### config.mk
export PLATFORM = sky130hd
export DESIGN_NAME = rx_fcs_status
export DESIGN_NICKNAME = d
export VERILOG_FILES = /design/src/rtl/rfcs_pkg.sv /design/src/rtl/rfcs_classify.sv /design/src/rtl/rfcs_len_stage.sv /design/src/rtl/rfcs_popcnt.sv /design/src/rtl/rx_fcs_status.sv
export SDC_FILE = /design/constraint.sdc
export NUM_CORES = 1
export LEC_CHECK = 0
export CORE_ASPECT_RATIO = 1.2
export CORE_MARGIN = 1.5
export CORE_UTILIZATION = 35
export CTS_CLUSTER_SIZE = 10
export DETAILED_ROUTE_END_ITERATION = 10
export GPL_TIMING_DRIVEN = 0
export PLACE_DENSITY = 0.65
export SETUP_SLACK_MARGIN = 0.4
export SLEW_MARGIN = 20
export SYNTH_ARGS = -nofsm -noshare
export SYNTH_HDL_FRONTEND = slang
export SYNTH_SLANG_ARGS = --single-unit
export TNS_END_PERCENT = 1
### constraint.sdc
create_clock -name clk_i -period 10.6 [get_ports clk_i]
set_clock_uncertainty 0.15 [all_clocks]
set_input_delay 3.18 -clock clk_i [delete_from_list [all_inputs] [get_ports clk_i]]
set_output_delay 3.18 -clock clk_i [all_outputs]
set_load 0.1 [all_outputs]
### src/rtl/rfcs_pkg.sv
package rfcs_pkg;
  typedef enum logic [1:0] {
    FCS_NONE  = 2'd0,
    FCS_GOOD  = 2'd1,
    FCS_BAD   = 2'd2,
    FCS_STOMP = 2'd3
  } fcs_class_e;
endpackage

### src/rtl/rfcs_classify.sv
module rfcs_classify
  import rfcs_pkg::*;
#(
  parameter int FCS_W = 32
) (
  input  logic             vld_i,
  input  logic [FCS_W-1:0] rx_i,
  input  logic [FCS_W-1:0] calc_i,
  output fcs_class_e       cls_o
);
  logic match, inverse;
  assign match   = (rx_i == calc_i);
  assign inverse = (rx_i == ~calc_i);

  always_comb begin
    if (!vld_i)       cls_o = FCS_NONE;
    else if (match)   cls_o = FCS_GOOD;
    else if (inverse) cls_o = FCS_STOMP;
    else              cls_o = FCS_BAD;
  end
endmodule

### src/rtl/rfcs_len_stage.sv
module rfcs_len_stage #(
  parameter int SEG_BYTES = 16,
  parameter int MTY_W     = 4,
  parameter int MAXW      = 15,
  parameter int LEN_W     = 16
) (
  input  logic             ena_i,
  input  logic             sop_i,
  input  logic             eop_i,
  input  logic [MTY_W-1:0] mty_i,
  input  logic [MAXW-1:0]  max_len_i,
  input  logic [LEN_W-1:0] len_i,
  input  logic             drop_i,
  output logic [LEN_W-1:0] len_o,
  output logic             drop_o,
  output logic             trunc_o,
  output logic             judge_o
);
  localparam int BYTE_W = $clog2(SEG_BYTES + 1);

  logic [BYTE_W-1:0] seg_bytes;
  logic [LEN_W-1:0]  base_len, new_len;
  logic [LEN_W:0]    sum;
  logic              base_drop, over;

  assign seg_bytes = eop_i ? (BYTE_W'(SEG_BYTES) - BYTE_W'(mty_i)) : BYTE_W'(SEG_BYTES);
  assign base_len  = sop_i ? '0 : len_i;
  assign base_drop = sop_i ? 1'b0 : drop_i;
  assign sum       = {1'b0, base_len} + (LEN_W+1)'(seg_bytes);
  // saturate so a runaway frame cannot wrap back under the limit
  assign new_len   = sum[LEN_W] ? '1 : sum[LEN_W-1:0];
  assign over      = ena_i && !base_drop && (new_len > LEN_W'(max_len_i));

  always_comb begin
    if (!ena_i) begin
      len_o   = len_i;
      drop_o  = drop_i;
      trunc_o = 1'b0;
      judge_o = 1'b0;
    end else begin
      len_o   = eop_i ? '0 : new_len;
      drop_o  = (base_drop || over) && !eop_i;
      trunc_o = over;
      judge_o = eop_i && !base_drop && !over;
    end
  end
endmodule

### src/rtl/rfcs_popcnt.sv
module rfcs_popcnt #(
  parameter int N     = 4,
  parameter int CNT_W = 4
) (
  input  logic [N-1:0]     vec_i,
  output logic [CNT_W-1:0] cnt_o
);
  always_comb begin
    cnt_o = '0;
    for (int i = 0; i < N; i++) cnt_o = cnt_o + CNT_W'(vec_i[i]);
  end
endmodule

### src/rtl/rx_fcs_status.sv
module rx_fcs_status
  import rfcs_pkg::*;
#(
  parameter int NSEG      = 4,
  parameter int SEG_BYTES = 16,
  parameter int FCS_W     = 32,
  parameter int MAXW      = 15,
  parameter int CNT_W     = 4,
  parameter int MTY_W     = $clog2(SEG_BYTES)
) (
  input  logic                    clk_i,
  input  logic                    rst_ni,
  input  logic [MAXW-1:0]         max_len_i,
  input  logic [NSEG-1:0]         seg_ena_i,
  input  logic [NSEG-1:0]         seg_sop_i,
  input  logic [NSEG-1:0]         seg_eop_i,
  input  logic [NSEG-1:0]         seg_err_i,
  input  logic [NSEG*MTY_W-1:0]   seg_mty_i,
  input  logic [NSEG*FCS_W-1:0]   rx_fcs_i,
  input  logic [NSEG*FCS_W-1:0]   calc_fcs_i,
  output logic [CNT_W-1:0]        bad_cnt_o,
  output logic [CNT_W-1:0]        stomp_cnt_o,
  output logic                    trunc_o,
  output logic [NSEG*MTY_W-1:0]   mty_o
);
  localparam int LEN_W = MAXW + 1;

  logic [LEN_W-1:0]       len_q;
  logic                   drop_q;
  logic [LEN_W-1:0]       len_c [NSEG+1];
  logic [NSEG:0]          drop_c;
  logic [NSEG-1:0]        trunc_v, judge_v, bad_v, stomp_v;
  logic [NSEG*MTY_W-1:0]  mty_fix;
  logic [CNT_W-1:0]       bad_n, stomp_n;

  assign len_c[0]  = len_q;
  assign drop_c[0] = drop_q;

  // segments are walked in order 0..NSEG-1 within a beat
  for (genvar s = 0; s < NSEG; s++) begin : g_seg
    fcs_class_e cls;

    rfcs_len_stage #(
      .SEG_BYTES(SEG_BYTES), .MTY_W(MTY_W), .MAXW(MAXW), .LEN_W(LEN_W)
    ) u_len (
      .ena_i    (seg_ena_i[s]),
      .sop_i    (seg_sop_i[s]),
      .eop_i    (seg_eop_i[s]),
      .mty_i    (seg_mty_i[s*MTY_W +: MTY_W]),
      .max_len_i(max_len_i),
      .len_i    (len_c[s]),
      .drop_i   (drop_c[s]),
      .len_o    (len_c[s+1]),
      .drop_o   (drop_c[s+1]),
      .trunc_o  (trunc_v[s]),
      .judge_o  (judge_v[s])
    );

    rfcs_classify #(.FCS_W(FCS_W)) u_cls (
      .vld_i (judge_v[s]),
      .rx_i  (rx_fcs_i[s*FCS_W +: FCS_W]),
      .calc_i(calc_fcs_i[s*FCS_W +: FCS_W]),
      .cls_o (cls)
    );

    assign bad_v[s]   = (cls == FCS_BAD);
    assign stomp_v[s] = (cls == FCS_STOMP);

    // error beats keep only the top bit of the empty count
    assign mty_fix[s*MTY_W +: MTY_W] = (seg_ena_i[s] && seg_err_i[s])
        ? {seg_mty_i[s*MTY_W + MTY_W-1], {(MTY_W-1){1'b0}}}
        : seg_mty_i[s*MTY_W +: MTY_W];
  end

  rfcs_popcnt #(.N(NSEG), .CNT_W(CNT_W)) u_bad_cnt (
    .vec_i(bad_v), .cnt_o(bad_n)
  );

  rfcs_popcnt #(.N(NSEG), .CNT_W(CNT_W)) u_stomp_cnt (
    .vec_i(stomp_v), .cnt_o(stomp_n)
  );

  always_ff @(posedge clk_i or negedge rst_ni) begin
    if (!rst_ni) begin
      len_q       <= '0;
      drop_q      <= 1'b0;
      bad_cnt_o   <= '0;
      stomp_cnt_o <= '0;
      trunc_o     <= 1'b0;
      mty_o       <= '0;
    end else begin
      len_q       <= len_c[NSEG];
      drop_q      <= drop_c[NSEG];
      bad_cnt_o   <= bad_n;
      stomp_cnt_o <= stomp_n;
      trunc_o     <= |trunc_v;
      mty_o       <= mty_fix;
    end
  end
endmodule

==> results of run 1 <==
-- cell families (layout without fill, tap and decap cells) --
family,Yosys count,after routing
AND/OR/NAND/NOR,491,491
AO/OA/AOI/OAI,297,297
adder cells (fa/ha/maj),94,94
multiplexers,8,8
XOR/XNOR,162,162
other,1,3
flip-flops,40,40
buffers and inverters,89,487
-- area by class of cell --
cell class                      instances  area share (%)
Multi-Input combinational cell       1054            58.3
Tap cell                              325            2.94
Sequential cell                        40            7.24
Clock buffer                            8            1.06
Inverter                               46            1.30
Timing Repair Buffer                  390            27.2
Buffer                                 43            1.98
Antenna cell                            1          0.0181
-- power groups by stage --
stage	registers (mW)	logic [mW]	clock network, mW
global route	0.166	0.519	0.171
floorplan	0.203	0.194	0
finish	0.165	0.483	0.160
detailed placement	0.167	0.436	0
global placement	0.168	0.430	0
CTS	0.165	0.466	0.162
-- synth_stat cells, drive strengths merged (8+ instances only) --
cell type / n / area share [%]
a21o: 18 / 1.5
a21oi: 65 / 3.7
a22oi: 8 / 0.68
a31oi: 13 / 0.98
and2: 29 / 2.0
and3: 8 / 0.56
buf: 15 / 1.1
clkbuf: 28 / 1.2
dfrtp: 40 / 11
ha: 88 / 12
inv: 44 / 1.9
nand2: 97 / 4.3
nand2b: 22 / 1.5
nand3: 38 / 2.3
nand4: 56 / 4.1
nor2: 97 / 4.1
nor2b: 20 / 1.5
nor3: 31 / 2.0
nor4: 38 / 2.9
o211ai: 13 / 1.2
o21a: 20 / 1.7
o21ai: 49 / 2.8
o22ai: 11 / 0.84
or2: 10 / 0.70
or3: 13 / 0.91
or4: 16 / 1.4
xnor2: 85 / 8.4
xor2: 77 / 7.6
-- flip-flops by register name, summed over array words and instances (netlist names) --
name / count
len_q: 16
mty_o: 16
bad_cnt_o: 3
stomp_cnt_o: 3
drop_q: 1
trunc_o: 1
-- critical path: cells and delay by family --
family	cells	cell delay, ns
simple gates	22	3.84
compound gates	22	4.23
fa+ha+maj	9	2.03
buf+inv	7	0.60
-- metal layers --
| metal | vias up | global-route usage, % |
|---|---|---|
| li1 | 5217 | - |
| met1 | 5199 | 31.9 |
| met3 | 133 | 5.35 |
| met5 | - | 0 |
| met2 | 588 | 57.5 |
| met4 | 0 | 18.0 |
-- worst paths after layout --
path	slack, ns	to
worst min register to register	0.90	trunc_o
worst max register to register	-0.62	bad_cnt_o[1]
max in group asynchronous	7.24	bad_cnt_o[1]
worst max-delay path	-3.31	bad_cnt_o[1]
min in group asynchronous	2.60	mty_o[3]
worst min-delay path	0.90	trunc_o
-- timing repair --
action | in CTS | in global routing
gates resized for setup | 100 | 29
pin swaps | 69 | 55
buffers inserted | 48 | 18
endpoints found under the setup margin | 24 | 24
-- metrics by stage --
step           hold slack (ns)  setup TNS, ns  cell area, um^2
5_1_grt                  0.960         -50.10            13800
2_1_floorplan            0.608         -30.78             9050
3_5_place_dp             0.895         -87.06            12700
4_1_cts                  0.910         -41.69            13600
3_3_place_gp             0.886         -84.77            12700
6_report                 0.898         -40.79            13800
==> metrics, run 1 <==
status=finished, violations left; violated checks=negative setup slack; Synth Area in Compound Gates=23.9%; via-per-instance ratio=5.84; Final Critical Period=13.91 ns; WL final=41.4 mm; number of H-tree levels=2; initial antenna violation count=1; cell area after synthesis=8890 um^2; area of the multi-input gates=8050 um^2; Hold Path Cell Cnt=5; die area=26400 um^2; Sequential Area=1000 um^2; Max Cap Viol=0; met3 WL=2.93 mm; Clock Tree Buf Depth=2; CP required=10.63 ns; DRC Markers=0; peak supply drop=0.0473 mV; Hold Fails Final Rpt=0; headroom to the max-slew limit=20.3%; DR pass1 iterations=5; commonest cells after routing, fill and taps aside=clkdlybuf4s50_1, nand2_1, nor2_1; Synth cell types=96; M1 WL=14.6 mm; largest family of logic cells by synthesized area=simple AND/OR/NAND/NOR gates; post-detail-place hpwl=34.4 mm; #FFs+latches synth=40; Final setup viols=24; Synth Instances=1182; Clock Latency Late Sink=0.29 ns; fin cells=1907; share of the yosys chip area belonging to registers=11.3%; Hold Buf Count CTS=0; Internal=0.489 mW; global-route wire length before repair=61.7 mm; Post-synth EDFFs=0; fill cell count=2442; top-level port count=330; vias after detailed routing=11100; Root Buffer=clkbuf_16; Switch Pwr=0.319 mW; class of the most critical hold timing path=register to register; worst setup slack after layout=-3.31 ns; CP endpoint kind=register; Synth Area in Simple Gates=30.0%; RSZ-0062 raised after global routing=yes; vias in the first global route=11200; DRT iter0 DRCs=735; Seq pwr share=20.4%; Crit. Startpoint=seg_mty_i[0]; WS Path Type=input pin to register; row cnt=63; Achievable Freq=71.9 MHz; Final nets=1979; CTS buffer count=5; Final Max Tran Viols=0; Comb power frac=59.7%; area delta synth->final=55.4%; Leak=5.63 nW; yosys synthesis warning count=0; Post-synth ARST share=100%; gr usage total=30.8%; Worst path max stage delay=0.75 ns; Synth Area in XOR/XNOR=16.0%; fin util=55.6%; Congestion Overflow GR=0; Die Y-Extent=178 um; share of layout cells above drive strength 1=14.5%; pre-CTS WS=-5.41 ns; mux share of post-synthesis cell area=0.915%; worst slew pin tran=1.18 ns; Post-DRT Antenna Nets=0; period utilization=131%; Startpoint Class=input pin; initial core utilization=35.8%; largest net degree at the start of global routing=33; routed len/inst=21.7 um; WP data arrival=13.94 ns; Synth Area in Adders=13.7%; width of the die=149 um; # port buffers=323; most common cell after layout, fill and taps aside=clkdlybuf4s50_1; worst-path fanout max=9; CTS tree=built; Primary FF master, synth=dfrtp_1; Tot Pwr=0.808 mW; Placed Instances=1832; core area=24800 um^2; PwrDens=58.5 nW/um^2; Reg clk slew, reported paths=0.06 ns; power share of the clock group=19.8%; worst r2r path cells=62; Critical R2R Launch=len_q[0]; crit path max-delay cell type=a31oi_1; Avg Cell Area, Syn=7.52 um^2; clock sink total=40; switch share=39.5%; global placement routability congestion=0.975; metal2 WL=21.1 mm; hold_sp=drop_q; Highest Signal Layer=met4
No activity file was read; power rests on OpenSTA's default activity.
==> run 2: changes to the inputs <==
--- a/config.mk
+++ b/config.mk
@@ -5,7 +5,6 @@
 export SDC_FILE = /design/constraint.sdc
 export NUM_CORES = 1
 export LEC_CHECK = 0
-export CORE_ASPECT_RATIO = 1.2
 export CORE_MARGIN = 1.5
 export CORE_UTILIZATION = 35
 export CTS_CLUSTER_SIZE = 10
@@ -16,5 +15,6 @@
 export SLEW_MARGIN = 20
 export SYNTH_ARGS = -nofsm -noshare
 export SYNTH_HDL_FRONTEND = slang
+export SYNTH_HIERARCHICAL = 1
 export SYNTH_SLANG_ARGS = --single-unit
 export TNS_END_PERCENT = 1
==> run 2 against run 1 <==
  * The run still ends with negative setup slack left
  * Via count is 2.0% lower
  * Total power is 3.6% higher
  * Combinational power is 2% higher
  * Synthesized cell count down 0.17%
  * Clock-buffer cell count shrank 3
  * Sequential power is 5% higher
  * Non-clock buffer count grew 40
  * Highest routed layer unchanged
==> metrics, run 2 <==
status=finished, violations left; violated checks=negative setup slack; Switch Pwr=0.337 mW (+5.6%); most frequent cell after synthesis=xnor2_1; Synth Instances=1180 (-0.17%); CP endpoint kind=register; Post-DP Area=12800 um^2 (+0.95%); commonest cells after routing, fill and taps aside=clkdlybuf4s50_1, xnor2_1, inv_1; Clock Tree Buf Depth=2 (unchanged); WP data arrival=12.54 ns (-1.40 ns); Clock Latency Late Sink=0.30 ns (about the same); Hold Buf Count CTS=0 (unchanged); Startpoint Class=input pin; width of the die=164 um (+10%); final instance area=14700 um^2 (+6.3%); headroom to the max-slew limit=30.9% (+11 points); yosys synthesis warning count=6 (+6); share of layout cells above drive strength 1=19.2% (+4.8 points); PwrDens=57.0 nW/um^2 (-2.6%); Comb power frac=58.9% (-0.8 points); CTS tree=built; Final nets=2024 (+2.3%); largest area contributor in the netlist=xnor2_1; DRT iter0 DRCs=601 (-18%); worst slew pin tran=1.03 ns (-0.148 ns); Leak=6.10 nW (+8.3%); class of the most critical hold timing path=register to register; hold slack=0.657 ns (-0.241 ns); # port buffers=328 (+1.5%); initial core utilization=35.7% (-0.096 points); top cells by area, synth=xnor2_1, ha_1, dfrtp_1, a21oi_1, inv_1; CTS buffer count=5 (unchanged); switch share=40.2% (+0.75 points); WL final=41.1 mm (-0.80%); most used cell, CP=nor2_4; synth cell count leaders=xnor2_1, inv_1, a21oi_1; period utilization=118% (-13 points); share of the yosys chip area belonging to registers=11.7% (+0.40 points); top-level port count=330 (unchanged); fin cells=1958 (+2.7%); Die Y-Extent=164 um (-7.9%); number of H-tree levels=2 (unchanged); via-per-instance ratio=5.57 (-4.6%); Final Max Tran Viols=0 (unchanged); RSZ-0062 raised after global routing=yes; Largest regs=len_q: 16 flops, mty_o: 16 flops; peak supply drop=0.0581 mV (+23%); Post-synth ARST share=100% (unchanged); worst-path fanout max=10 (+1); row cnt=58 (-7.9%); DRC Markers=0 (unchanged); Achievable Freq=80.1 MHz (+11%); mux share of post-synthesis cell area=1.54% (+0.63 points); Synth cell types=84 (-13%); vias in the first global route=11100 (-1.3%); gr usage total=30.6% (-0.16 points); Congestion Overflow GR=0 (unchanged); post-detail-place hpwl=32.4 mm (-5.8%); crit path max-delay cell type=fa_1; Post-DRT Antenna Nets=0 (unchanged); Synth top area share=12.5% (+0.14 points); #FFs+latches synth=42 (+5.0%); routed len/inst=21.0 um (-3.4%); Avg Cell Area, Syn=7.64 um^2 (+1.6%); Synth Area in Simple Gates=26.5% (-3.4 points); Final setup viols=9 (-63%); worst setup slack after layout=-1.89 ns (+1.42 ns); largest net degree at the start of global routing=31 (-6.1%); area delta synth->final=62.9%; cell area after synthesis=9020 um^2 (+1.4%); Max Cap Viol=0 (unchanged); power share of the clock group=20.4% (+0.6 points); Tot Pwr=0.837 mW (+3.6%); die area=26700 um^2 (+1.4%); Synth Area in Compound Gates=24.0% (+0.063 points); net count after synthesis=1579; WS Path Type=input pin to register; Root Buffer=clkbuf_16; Primary FF master, synth=dfrtp_1; Hold Fails Final Rpt=0 (unchanged); DR pass1 iterations=5 (unchanged); clock sink total=42 (+5.0%); largest family of logic cells by synthesized area=simple AND/OR/NAND/NOR gates; Final Critical Period=12.49 ns (-1.42 ns); Post-synth EDFFs=0 (unchanged); Seq pwr share=20.7% (+0.3 points); Internal=0.501 mW (+2.3%); Synth Area in Adders=13.5% (-0.19 points); most common cell after layout, fill and taps aside=clkdlybuf4s50_1; global placement routability congestion=0.936 (-4.0%); Worst path max stage delay=0.50 ns (-0.25 ns); initial antenna violation count=2 (+1); core area=25300 um^2 (+1.7%); Synth Area in XOR/XNOR=15.9% (-0.032 points); vias after detailed routing=10900 (-2.0%); Placed Instances=1839 (+0.38%); CP required=10.65 ns (+0.02 ns); global-route wire length before repair=62.3 mm (+0.93%); Reg clk slew, reported paths=0.07 ns (about the same)
-- run 2: changes by cell type in the layout (fill, tap and decap cells not counted), sizes merged, moves of 13 or more --
cell / previous run / this run
inv: 44 / 116
xnor2: 85 / 129
xor2: 77 / 35
buf: 87 / 128
a21oi: 65 / 98
nor2: 97 / 64
nand2: 97 / 73
nor3: 31 / 13
o21a: 20 / 2
nand2b: 22 / 8
a21boi: 7 / 20
or3: 13 / 0
-- run 2: final timing paths --
| kind | start | depth (start not counted) | slack [ns] | end |
|---|---|---|---|---|
| worst max-delay path | seg_mty_i[2] | 50 | -1.89 | stomp_cnt_o[1] |
| worst min-delay path | drop_q | 3 | 0.66 | trunc_o |
| worst max register to register | len_q[0] | 47 | 0.74 | stomp_cnt_o[1] |
| worst min register to register | drop_q | 3 | 0.66 | trunc_o |
| max in group asynchronous | rst_ni | 2 | 7.19 | bad_cnt_o[1] |
| min in group asynchronous | rst_ni | 1 | 2.62 | mty_o[2] |
-- run 2: cell type report --
class	count	area, um^2
Fill cell	2283	10600
Tap cell	330	413
Buffer	35	233
Inverter	114	430
Antenna cell	2	5.00
Clock inverter	3	28.8
Sequential cell	42	1050
Clock buffer	5	125
Timing Repair Buffer	438	4150
Multi-Input combinational cell	989	8260
-- run 2: power groups by stage --
stage / Sequential, mW / Combinational [mW] / Clock, mW
after global routing: 0.174 / 0.530 / 0.182
after floorplan: 0.214 / 0.186 / 0
after CTS: 0.173 / 0.477 / 0.176
final: 0.173 / 0.493 / 0.171
after detailed placement: 0.175 / 0.434 / 0
after global placement: 0.176 / 0.429 / 0
-- run 2: metal layers --
metal / global-route usage [%] / part of all wire, %
met4: 11.2 / 4.7
met3: 4.11 / 6.2
met1: 35.9 / 39
met5: 0 / 0
met2: 56.2 / 50
-- run 2: critical path, delay by kind of cell --
family,cells,cell delay (ns)
compound gates,17,3.47
buf+inv,7,0.91
xor+xnor,1,0.10
fa+ha+maj,10,2.61
simple gates,15,2.23
-- run 2: cell families (layout without fill, tap and decap cells) --
logic type | Yosys count | after routing
AND/OR/NAND/NOR | 397 | 397
AO/OA/AOI/OAI | 320 | 320
XOR/XNOR | 164 | 164
buffers and inverters | 149 | 595
adder cells (fa/ha/maj) | 94 | 94
flip-flops | 42 | 42
multiplexers | 12 | 12
other | 2 | 4
-- run 2: metrics by stage --
stage,util (%),setup TNS (ns),setup WS [ns]
finish,58.2,-14.23,-1.89
floorplan,-,-8.49,-1.43
global route,58.2,-17.20,-2.23
detailed placement,50.8,-43.67,-4.02
CTS,56.9,-11.51,-1.62
global placement,50.7,-44.49,-4.00
-- run 2: timing repair --
item                       4_1_cts  5_1_grt
setup endpoints to repair       24       15
gates resized for setup        162       28
pin swaps                       65       21
gates cloned                     0        0
setup buffers                   91       18
==> run 3: changes to the inputs <==
--- a/config.mk
+++ b/config.mk
@@ -9,7 +9,6 @@
 export CORE_UTILIZATION = 35
 export CTS_CLUSTER_SIZE = 10
 export DETAILED_ROUTE_END_ITERATION = 10
-export GPL_TIMING_DRIVEN = 0
 export PLACE_DENSITY = 0.65
 export SETUP_SLACK_MARGIN = 0.4
 export SLEW_MARGIN = 20
==> run 3 against run 2 <==
  * The flow still finishes with violations (negative setup slack)
  * Core utilization up 3.1 points
  * First-iteration DRC count grew 9.8%
  * Sequential share of layout area decreased by 0.36 points
  * Wire length up 1.8%
  * Via count up 2.9%
  * Global-route usage is essentially flat
  * Sequential cell count did not move
  * Sequential power is essentially flat
  * Cell count grew 6.9%
  * Clock-buffer cell count unchanged
==> metrics, run 3 (synthesis results as in run 2) <==
status=finished, violations left; violated checks=negative setup slack; Final Max Tran Viols=0 (unchanged); Largest regs=len_q: 16 flops, mty_o: 16 flops; Worst path max stage delay=0.49 ns (about the same); Reg clk slew, reported paths=0.08 ns (about the same); Worst Path Buf+Inv=5 (-2); Hold Path Cell Cnt=3 (unchanged); PwrDens=56.1 nW/um^2 (-1.6%); M1 WL=16.1 mm (+0.81%); worst r2r path cells=50 (+6.4%); vias in the first global route=11100 (+0.13%); worst-path fanout max=6 (-4); fill cell count=2311 (+1.2%); most common cell after layout, fill and taps aside=clkdlybuf4s50_1; width of the die=164 um (unchanged); Hold Fails Final Rpt=0 (unchanged); hold_sp=drop_q; Achievable Freq=84.6 MHz (+5.6%); clock sink total=42 (unchanged); routed len/inst=20.0 um (-4.8%); fin util=61.3% (+3.1 points); via-per-instance ratio=5.36 (-3.8%); crit path max-delay cell type=fa_1; global placement routability congestion=0.976 (+4.3%); r2r setup slk=1.38 ns (+0.64 ns); met3 WL=2.73 mm (+6.6%); CTS buffer count=5 (unchanged); Clock Latency Late Sink=0.31 ns (about the same); DR pass1 iterations=5 (unchanged); vias after detailed routing=11200 (+2.9%); WL final=41.9 mm (+1.8%); commonest cells after routing, fill and taps aside=clkdlybuf4s50_1, buf_4, xnor2_1; Post-DP Area=14400 um^2 (+13%); Max Cap Viol=0 (unchanged); post-detail-place hpwl=34.9 mm (+7.7%); pre-CTS WS=-2.14 ns (+1.88 ns); headroom to the max-slew limit=30.6% (-0.37 points); number of H-tree levels=2 (unchanged); core area=25300 um^2 (unchanged); Leak=6.78 nW (+11%); hold worst-path end=trunc_o; worst slew pin tran=1.04 ns (+0.00558 ns); global-route wire length before repair=61.9 mm (-0.70%); Congestion Overflow GR=0 (unchanged); Startpoint Class=input pin; crit-path leading delay family=adder cells; largest net degree at the start of global routing=43 (+39%); Post-DRT Antenna Nets=0 (unchanged); class of the most critical hold timing path=register to register; WP data arrival=11.88 ns (-0.66 ns); share of layout cells above drive strength 1=25.3% (+6.1 points); Root Buffer=clkbuf_16; area delta synth->final=71.6%; initial core utilization=35.7% (unchanged); hold slack=0.619 ns (-0.0377 ns); Clock Tree Buf Depth=2 (unchanged); RSZ-0062 raised after global routing=yes; peak supply drop=0.0559 mV (-3.7%); Final Critical Period=11.82 ns (-0.667 ns); CTS tree=built; WS Path Type=input pin to register; row cnt=58 (unchanged); DRC Markers=0 (unchanged); final instance area=15500 um^2 (+5.3%); CP endpoint kind=register; Hold Buf Count CTS=0 (unchanged); initial antenna violation count=2 (unchanged); metal2 WL=21.4 mm (+3.8%); Final nets=2160 (+6.7%); CP required=10.66 ns (about the same); top-level port count=330 (unchanged); DRT iter0 DRCs=660 (+9.8%); worst setup slack after layout=-1.22 ns (+0.667 ns); Final setup viols=8 (-1); gr usage total=30.6% (-0.034 points); period utilization=112% (-6.3 points); # port buffers=329 (+0.30%); Highest Signal Layer=met4; Critical R2R Launch=len_q[0]; Die Y-Extent=164 um (unchanged); die area=26700 um^2 (unchanged); Critical R2R Capture=stomp_cnt_o[1]
[run 3: worst max-delay path by stage]
stage	start	to	slack [ns]	cells after the start
floorplan	seg_sop_i[0]	stomp_cnt_o[1]	-1.43	52
detailed placement	seg_mty_i[0]	stomp_cnt_o[1]	-2.14	52
global placement	seg_mty_i[0]	stomp_cnt_o[1]	-1.94	52
CTS	seg_mty_i[1]	stomp_cnt_o[1]	-1.17	52
global route	seg_sop_i[0]	stomp_cnt_o[1]	-1.60	51
finish	seg_mty_i[0]	stomp_cnt_o[1]	-1.22	52
[run 3: metal layers]
metal / up-vias / GRT usage (%)
met5: - / 0
met4: 0 / 10.1
met3: 73 / 4.14
met2: 507 / 56.7
met1: 5211 / 35.8
li1: 5438 / -
[run 3: timing repair]
action	CTS	global route
gates resized for setup	58	82
setup endpoints to repair	8	9
pin swaps	48	63
setup buffers	23	17
[run 3: report_power, final]
part	switching (mW)	internal, mW
clock network	0.0845	0.0904
registers	0.00547	0.168
logic	0.253	0.267
total	0.343	0.525
[run 3: area by class of cell]
cell class / count / area, um^2 / area share, %
Antenna cell: 2 / 5.00 / 0.0323
Clock buffer: 5 / 125 / 0.808
Clock inverter: 3 / 26.3 / 0.170
Inverter: 114 / 430 / 2.78
Multi-Input combinational cell: 989 / 7990 / 51.6
Sequential cell: 42 / 1050 / 6.79
Tap cell: 330 / 413 / 2.67
Timing Repair Buffer: 609 / 5440 / 35.2
[run 3: worst register-to-register path, delay by kind of cell, from the launching register on]
kind | cells | cell delay, ns
adders and majority gates | 12 | 3.43
and+or+nand+nor | 19 | 2.65
AOI/OAI and AO/OA | 16 | 2.26
DFF | 1 | 0.42
buffers and inverters | 3 | 0.19
[run 3: through the flow]
step	total power [mW]	std cells	TNS, ns
finish	0.868	2094	-7.34
floorplan	0.400	1180	-8.49
CTS	0.850	2075	-6.87
global route	0.916	2094	-10.18
detailed placement	0.652	2044	-14.38
global placement	0.649	2044	-12.79
